## config.mk

```make
export PLATFORM = sky130hd
export DESIGN_NAME = poison_tracker
export DESIGN_NICKNAME = d
export VERILOG_FILES = /design/src/rtl/poison_pkg.sv /design/src/rtl/poison_lanes.sv /design/src/rtl/poison_table.sv /design/src/rtl/poison_head.sv /design/src/rtl/poison_tracker.sv
export SDC_FILE = /design/constraint.sdc
export NUM_CORES = 1
export LEC_CHECK = 0
export ABC_AREA = 1
export CELL_PAD_IN_SITES_DETAIL_PLACEMENT = 0
export CELL_PAD_IN_SITES_GLOBAL_PLACEMENT = 1
export CORE_MARGIN = 1
export CORE_UTILIZATION = 40
export DETAILED_ROUTE_END_ITERATION = 8
export DONT_BUFFER_PORTS = 1
export PLACE_DENSITY = 0.88
export SLEW_MARGIN = 20
export SYNTH_ARGS = -nofsm -noshare
export SYNTH_HDL_FRONTEND = slang
export SYNTH_SLANG_ARGS = --single-unit
export TNS_END_PERCENT = 20
```

## constraint.sdc

```tcl
create_clock -name clk -period 3.4 [get_ports clk]
set_clock_uncertainty 0.2 [all_clocks]
set_input_delay 0.68 -clock clk [delete_from_list [all_inputs] [get_ports clk]]
set_output_delay 0.68 -clock clk [all_outputs]
set_load 0.01 [all_outputs]
```

## src/rtl/poison_pkg.sv

```systemverilog
package poison_pkg;

  typedef enum logic [1:0] {
    HA_WAIT   = 2'd0,
    HA_RETIRE = 2'd1,
    HA_PSEUDO = 2'd2
  } head_act_e;

  // Oldest-slot decision: poisoned entries leave at once while running ahead,
  // clean ones wait for completion.
  function automatic head_act_e head_decide(input logic vld, input logic inv,
                                            input logic done, input logic spec);
    if (!vld)         return HA_WAIT;
    if (spec && inv)  return HA_PSEUDO;
    if (done)         return HA_RETIRE;
    return HA_WAIT;
  endfunction

endpackage

```

## src/rtl/poison_lanes.sv

```systemverilog
module poison_lanes #(
  parameter int LANES = 2,
  parameter int NREGS = 32,
  localparam int RW   = $clog2(NREGS)
) (
  input  logic [NREGS-1:0]           flags_q,
  input  logic [LANES-1:0]           vld,
  input  logic [LANES-1:0]           trig,
  input  logic [LANES-1:0]           a_use,
  input  logic [LANES-1:0][RW-1:0]   a_reg,
  input  logic [LANES-1:0]           b_use,
  input  logic [LANES-1:0][RW-1:0]   b_reg,
  input  logic [LANES-1:0]           d_use,
  input  logic [LANES-1:0][RW-1:0]   d_reg,
  output logic [LANES-1:0]           lane_inv,
  output logic [LANES-1:0]           lane_wr,
  output logic [NREGS-1:0]           flags_nxt
);

  function automatic logic src_poison(input logic [NREGS-1:0] view,
                                      input logic t,
                                      input logic ua, input logic [RW-1:0] ra,
                                      input logic ub, input logic [RW-1:0] rb);
    return t | (ua & view[ra]) | (ub & view[rb]);
  endfunction

  for (genvar k = 0; k < LANES; k++) begin : g_wr
    assign lane_wr[k] = vld[k] & d_use[k];
  end

  // Oldest to youngest: each lane reads the view left by the older lanes,
  // so forwarding and younger-wins both fall out of the same walk.
  always_comb begin
    logic [NREGS-1:0] view;
    logic [LANES-1:0] res;
    view = flags_q;
    res  = '0;
    for (int k = 0; k < LANES; k++) begin
      res[k] = vld[k] & src_poison(view, trig[k], a_use[k], a_reg[k],
                                   b_use[k], b_reg[k]);
      if (lane_wr[k]) view[d_reg[k]] = res[k];
    end
    lane_inv  = res;
    flags_nxt = view;
  end

endmodule

```

## src/rtl/poison_table.sv

```systemverilog
module poison_table #(
  parameter int NREGS = 32
) (
  input  logic             clk,
  input  logic             rst_n,
  input  logic             spec,
  input  logic [NREGS-1:0] flags_nxt,
  output logic [NREGS-1:0] flags_q
);

  always_ff @(posedge clk or negedge rst_n) begin
    if (!rst_n)     flags_q <= '0;
    else if (!spec) flags_q <= '0;
    else            flags_q <= flags_nxt;
  end


  clear_on_exit_chk: assert property (@(posedge clk) disable iff (!rst_n)
    !spec |=> flags_q == '0);

endmodule

```

## src/rtl/poison_head.sv

```systemverilog
module poison_head
  import poison_pkg::*;
(
  input  logic clk,
  input  logic rst_n,
  input  logic spec,
  input  logic vld,
  input  logic inv,
  input  logic done,
  output logic retire,
  output logic pseudo
);

  head_act_e act;

  always_comb begin
    act    = head_decide(vld, inv, done, spec);
    retire = (act == HA_RETIRE) || (act == HA_PSEUDO);
    pseudo = (act == HA_PSEUDO);
  end


  pseudo_leaves_chk: assert property (@(posedge clk) disable iff (!rst_n)
    pseudo |-> retire && inv && spec);

  clean_waits_chk: assert property (@(posedge clk) disable iff (!rst_n)
    (vld && !inv && !done) |-> !retire);

  empty_head_chk: assert property (@(posedge clk) disable iff (!rst_n)
    !vld |-> !retire && !pseudo);

endmodule

```

## src/rtl/poison_tracker.sv

```systemverilog
module poison_tracker #(
  parameter int LANES = 2,
  parameter int NREGS = 32,
  localparam int RW   = $clog2(NREGS)
) (
  input  logic                       clk,
  input  logic                       rst_n,
  input  logic                       spec_mode,
  input  logic [LANES-1:0]           disp_vld,
  input  logic [LANES-1:0]           disp_trig,
  input  logic [LANES-1:0]           disp_a_use,
  input  logic [LANES-1:0][RW-1:0]   disp_a,
  input  logic [LANES-1:0]           disp_b_use,
  input  logic [LANES-1:0][RW-1:0]   disp_b,
  input  logic [LANES-1:0]           disp_dst_use,
  input  logic [LANES-1:0][RW-1:0]   disp_dst,
  output logic [LANES-1:0]           dst_inv,
  input  logic                       head_vld,
  input  logic                       head_inv,
  input  logic                       head_done,
  output logic                       head_retire,
  output logic                       head_pseudo,
  output logic [NREGS-1:0]           inv_bits
);

  logic [LANES-1:0] lane_wr;
  logic [NREGS-1:0] flags_nxt;

  poison_lanes #(.LANES(LANES), .NREGS(NREGS)) u_lanes (
    .flags_q  (inv_bits),
    .vld      (disp_vld),
    .trig     (disp_trig),
    .a_use    (disp_a_use),
    .a_reg    (disp_a),
    .b_use    (disp_b_use),
    .b_reg    (disp_b),
    .d_use    (disp_dst_use),
    .d_reg    (disp_dst),
    .lane_inv (dst_inv),
    .lane_wr  (lane_wr),
    .flags_nxt(flags_nxt)
  );

  poison_table #(.NREGS(NREGS)) u_table (
    .clk      (clk),
    .rst_n    (rst_n),
    .spec     (spec_mode),
    .flags_nxt(flags_nxt),
    .flags_q  (inv_bits)
  );

  poison_head u_head (
    .clk   (clk),
    .rst_n (rst_n),
    .spec  (spec_mode),
    .vld   (head_vld),
    .inv   (head_inv),
    .done  (head_done),
    .retire(head_retire),
    .pseudo(head_pseudo)
  );


  trigger_poisons_chk: assert property (@(posedge clk) disable iff (!rst_n)
    (disp_vld[0] && disp_trig[0]) |-> dst_inv[0]);

  no_source_clean_chk: assert property (@(posedge clk) disable iff (!rst_n)
    (disp_vld[0] && !disp_trig[0] && !disp_a_use[0] && !disp_b_use[0]) |-> !dst_inv[0]);

  idle_lane_quiet_chk: assert property (@(posedge clk) disable iff (!rst_n)
    !disp_vld[0] |-> !dst_inv[0] && !lane_wr[0]);

  younger_wins_chk: assert property (@(posedge clk) disable iff (!rst_n)
    (spec_mode && lane_wr[LANES-1]) |=>
      inv_bits[$past(disp_dst[LANES-1])] == $past(dst_inv[LANES-1]));

endmodule

```

Word level (Yosys, flattened, before mapping)
Cells that the tools add are included.
- bits in latches: 0
- bits of input ports: 46
- memories kept: 0
- register bits after elaboration: 32
- RAM bits: 0
- bits in read-only memories: 0
- word-level logic and storage cells: 55
- $add $sub $neg: 0
- mux-type cells: 28
- bitwise logic cells: 12
- shift operators: 0
- $mul: 0
- $lt $le $gt $ge: 8
- reductions and logical operators: 4
- equality and inequality tests: 2
- divide/modulo/power cells: 0
- operators by type and width (kind ; number):
    32-bit two-way mux ; 3
    32-bit bitwise mux ; 2
    5-bit by 6-bit < comparator with 1-bit output, second input constant ; 6
    1-bit binary-select mux with 5-bit select ; 4
    2-bit two-way mux ; 6
    1-bit two-way mux ; 11
    1-bit demux with 5-bit select ; 2
    5-bit by 1-bit >= comparator with 1-bit output, second input constant ; 2
    1-bit bitwise AND ; 8
    1-bit OR ; 4
    1-bit logical AND ; 3
    2-bit by 1-bit == test with 1-bit output, second input constant ; 1
    2-bit == test, second input constant ; 1
    1-bit logical OR ; 1

Longest topological paths before layout
- depth in word-level cells: 17
- depth in mapped cells: 25
- gate-level depth less buffers: 21

By module
A second synthesis with hierarchy kept.
- cells, all modules: 710
- area total of the unflattened synthesis: 4227.8 um^2
- by module, submodules not included (module ; times used ; cells each ; area each (um^2) ; sequential area each (um^2)):
    poison_lanes ; 1 ; 603 ; 3111.7 ; 0.0
    poison_table ; 1 ; 99 ; 1074.8 ; 800.8
    poison_head ; 1 ; 8 ; 41.3 ; 0.0

Worst setup path before layout
OpenSTA, ideal clock, no wires.
- path type: input port to output port
- from: input disp_a[0] (netlist name)
- to: output dst_inv[1]
- cell stages on the path: 24
- required time: 2.520 ns
- arrival time: 2.657 ns
- setup slack: -0.137 ns
- path through: buf_4 -> buf_4 -> nand2_1 -> nand3_1 -> nand3_1 -> nand2_1 -> nand2_1 -> nand3_1 -> nand3_1 -> nand3_2 -> nand2_4 -> buf_6 -> nand3_1 -> nand3_1 -> nand3_1 -> nand3_1 -> nand3_1 -> nand2_1 -> nand2_1 -> nand3_1 -> nand3_2 -> nand2_4 -> buf_6 -> inv_1
- longest elaborated chain between the ends: 14
- ends and longest elaborated chain (item ; line ; source):
    start, declared ; poison_tracker.sv:12 ; input logic [LANES-1:0][RW-1:0] disp_a,
    1-bit binary-select mux with 5-bit select (*) ; poison_lanes.sv:24 ; return t | (ua & view[ra]) | (ub & view[rb]);
    1-bit two-way mux (implied by the code) (*) ; poison_lanes.sv:24 ;
    1-bit bitwise AND (*) ; poison_lanes.sv:24 ;
    1-bit OR (*) (2 in series) ; poison_lanes.sv:24 ;
    1-bit bitwise AND (*) ; poison_lanes.sv:39 ; res[k] = vld[k] & src_poison(view, trig[k], a_use[k], a_reg[k],
    32-bit bitwise mux (*) ; poison_lanes.sv:41 ; if (lane_wr[k]) view[d_reg[k]] = res[k];
    32-bit two-way mux (*) ; poison_lanes.sv:41 ;
    1-bit binary-select mux with 5-bit select ; poison_lanes.sv:24 ;
    1-bit two-way mux (implied by the code) ; poison_lanes.sv:24 ;
    1-bit bitwise AND ; poison_lanes.sv:24 ;
    1-bit OR ; poison_lanes.sv:24 ;
    1-bit OR (*) ; poison_lanes.sv:24 ;
    1-bit bitwise AND (*) ; poison_lanes.sv:39 ;
    end, declared ; poison_tracker.sv:17 ; output logic [LANES-1:0] dst_inv,
Mark *: on every way between the ends. The rest lies on a longest branch, timed or not. The select of a mux whose other input is x is not followed.

Worst setup path after layout
Ends and elaborated chain as after synthesis.

==> results.json <==
{
  "drt_pass1_iterations": 5,
  "finalSetupTns_ns": -0.192,
  "nNetsFinal": 725,
  "ys_seq_elements": 32,
  "grt_setup_unrepaired": "true",
  "clk_latency_ns": 0.28,
  "p_sw_uw": 324,
  "p_comb_share_pct": 29.8,
  "crit_fanout": 18,
  "r2r_slack_ns": 0.10,
  "fin_crit_sh_pct": 106,
  "power_frac_clock_pct": 30.5,
  "drcViolationCount": 0,
  "area_growth_pct": 24.8,
  "grt_max_degree": 34,
  "io_pins": 82,
  "final.min_clock_period_ns": 3.59,
  "grt_use_total_pct": 30.8,
  "synth_area_leaders": "nand3_1 (24%), dfrtp_1 (21%), nand2_1 (13%)",
  "crit_required_ns": 2.52,
  "die_w_um": 99.2,
  "peakVddDrop_uv": 190,
  "place.gp.congestion": 0.970,
  "nFillCells": 939,
  "synth_area_leader_cell": "nand3_1",
  "portBuffers": 0,
  "n_antenna_cell": 0,
  "die-area_mm2": 0.00985,
  "synth_top_cell_area_share_pct": 24.1,
  "cap_viol_max_count": 0,
  "wl_per_cell_um": 19.4,
  "ant_nets": 0,
  "setup_viol": 1,
  "p_sw_share_pct": 32.5,
  "crit_type": "in -> out",
  "drive_above_1_share_pct": 29.5,
  "core_area_mm2": 0.00920,
  "post-place-ws_ns": -0.257,
  "dp_hpwl_um": 11800,
  "viasPerCell": 6.04,
  "routed_wl_um": 15300,
  "arrival_ns": 2.71,
  "cts_sinks": 32,
  "worst_slew_pin_slew_ns": 0.647,
  "cts_tree": "done",
  "grt_pass1_vias": 4565,
  "start_kind": "input port",
  "cts_buffers": 5,
  "hold_ws_ns": 0.0228,
  "min_path_type": "in -> async",
  "die_y_um": 99.2,
  "drv_slew": 0,
  "layout_top_registers": "u_table.flags_q x32",
  "p_leak_uw": 0.00203,
  "p_int_uw": 671,
  "floorplan.rows": 35,
  "power_density_mw_per_mm2": 211,
  "syn_area_mm2": 0.00378,
  "clk_pin_slew_ns": 0.07,
  "grt_pass1_wl_um": 23400,
  "largest_register_ffs": 32,
  "antenna_found_initial": 0,
  "run_status": "finished, violations left",
  "grt.overflow.total": 0,
  "report.final.hold_viol_count": 0,
  "final_cells": 790,
  "clock-root-buffer": "clkbuf_8",
  "post-route-util_pct": 51.3,
  "violations": "setup timing",
  "dpl.cell_count": 769,
  "postSynthCellCount": 627,
  "yosysSeqAreaShare_pct": 21.2,
  "ys_warn_count": 0,
  "slew_headroom_pct": 56.9,
  "vias": 4772,
  "first_iter_violations": 475,
  "yosys.cell_types.count": 24,
  "fmax_ghz": 0.278,
  "cts_buffer_depth": 2,
  "syn_avg_cell_area_um2": 6.03,
  "start_util_pct": 41.1,
  "cp-end-kind": "output pin",
  "cts_max_level": 2,
  "regMostFlops": "u_table.flags_q",
  "setup_ws_ns": -0.192,
  "p_seq_share_pct": 39.7,
  "synth_nets": 674
}
==> path summary, 6_finish.rpt <==
| path | from | cells after the start | endpoint |
|---|---|---|---|
| worst min register to register | u_table.flags_q[19]$_DFF_PN0_ | 4 | u_table.flags_q[19]$_DFF_PN0_ |
| max in group asynchronous | rst_n | 1 | u_table.flags_q[25]$_DFF_PN0_ |
| worst min-delay path | rst_n | 1 | u_table.flags_q[6]$_DFF_PN0_ |
| worst max-delay path | disp_a[0] | 23 | dst_inv[1] |
| worst max register to register | u_table.flags_q[15]$_DFF_PN0_ | 23 | u_table.flags_q[23]$_DFF_PN0_ |
| min in group clk | spec_mode | 2 | u_table.flags_q[25]$_DFF_PN0_ |
==> placed cells by master (no fill, tap or decap), types with 2 or more instances in the layout <==
master	synthesis	layout
nand2_2	0	7
a21oi_1	4	3
nor2_1	63	63
nand3_1	182	158
a21boi_1	7	2
a21oi_2	29	30
clkbuf_8	0	6
inv_4	2	2
buf_12	0	5
a21boi_4	0	2
or2_2	29	29
nand3_2	2	24
o21ai_0	35	35
nand2_1	127	119
nand2_4	2	3
and2_1	2	2
a21boi_0	23	21
nand3_4	0	2
buf_4	5	64
dfrtp_1	32	17
nor3_1	10	10
inv_1	47	45
dfrtp_2	0	15
a21boi_2	0	5
clkbuf_1	10	2
==> power groups by stage <==
stage / logic (uW) / clock network (uW) / registers, uW
after floorplan: 198 / 0 / 400
after global placement: 228 / 0 / 402
after detailed placement: 231 / 0 / 402
after CTS: 277 / 306 / 395
after global routing: 320 / 325 / 395
final: 297 / 303 / 395
==> cell type report <==
cell class                      instances  area (um^2)  area share (%)
Clock buffer                            8         90.1            1.91
Inverter                               50          210            4.45
Multi-Input combinational cell        518         2830            59.9
Sequential cell                        32          820            17.4
Tap cell                              111          139            2.94
Timing Repair Buffer                   71          633            13.4
==> Yosys cell counts <==
master,n
nor3_1,10
nor2_1,63
buf_6,8
buf_1,3
dfrtp_1,32
nand3_2,2
o21ai_0,35
a21oi_1,4
o21ai_1,1
and2_1,2
nand2_1,127
a21oi_2,29
inv_1,47
or2_2,29
clkbuf_1,10
nand3_1,182
nand2_4,2
buf_4,5
a21boi_1,7
buf_2,2
inv_2,1
inv_4,2
a21boi_0,23
ha_1,1
==> layer usage <==
layer	GRT usage, %	vias up	part of all wire [%]
met5	0	-	0
met4	13.3	0	4.1
met3	5.76	45	9.6
met2	51.9	277	46
met1	38.5	2225	40
li1	-	2225	-
==> critical path: stages <==
cell	delay, ns
inv_12	0.07
nand2_1	0.05
nand3_1	0.08
nand3_2	0.08
nand2_2	0.09
nand2_1	0.06
nand3_1	0.11
nand3_2	0.10
nand3_4	0.13
nand2_8	0.10
buf_12	0.14
clkbuf_16	0.15
a21boi_4	0.12
nand2_1	0.07
nand3_2	0.10
nand3_2	0.08
nand3_2	0.08
nand2_1	0.05
nand2_1	0.06
nand3_2	0.08
nand3_4	0.11
nand2_4	0.06
inv_4	0.05
==> per-stage QoR <==
step / power (uW) / area (um^2)
after floorplan: 598 / 3860
after global placement: 630 / 4240
after detailed placement: 633 / 4240
after CTS: 978 / 4570
after global routing: 1040 / 4720
final: 995 / 4720
==> what timing repair did <==
action | 4_1_cts | 5_1_grt
resized for setup | 31 | 28
setup buffers | 8 | 3
setup endpoints to repair | 2 | 33
pin swaps | 17 | 25
endpoints found under the hold margin | 32 | 0
cloned | 2 | 1
hold buffers | 1 | 0
==> logic make-up (layout without fill, tap and decap cells) <==
| kind of cell | after synthesis | in the layout | synth area share, % |
|---|---|---|---|
| flip-flops | 32 | 32 | 21.2 |
| AND/OR/NAND/NOR | 417 | 418 | 50.5 |
| adder cells (fa/ha/maj) | 1 | 1 | 0.331 |
| AO/OA/AOI/OAI | 99 | 99 | 18.0 |
| buffers and inverters | 78 | 129 | 10.0 |
No activity file was read; power rests on OpenSTA's default activity.
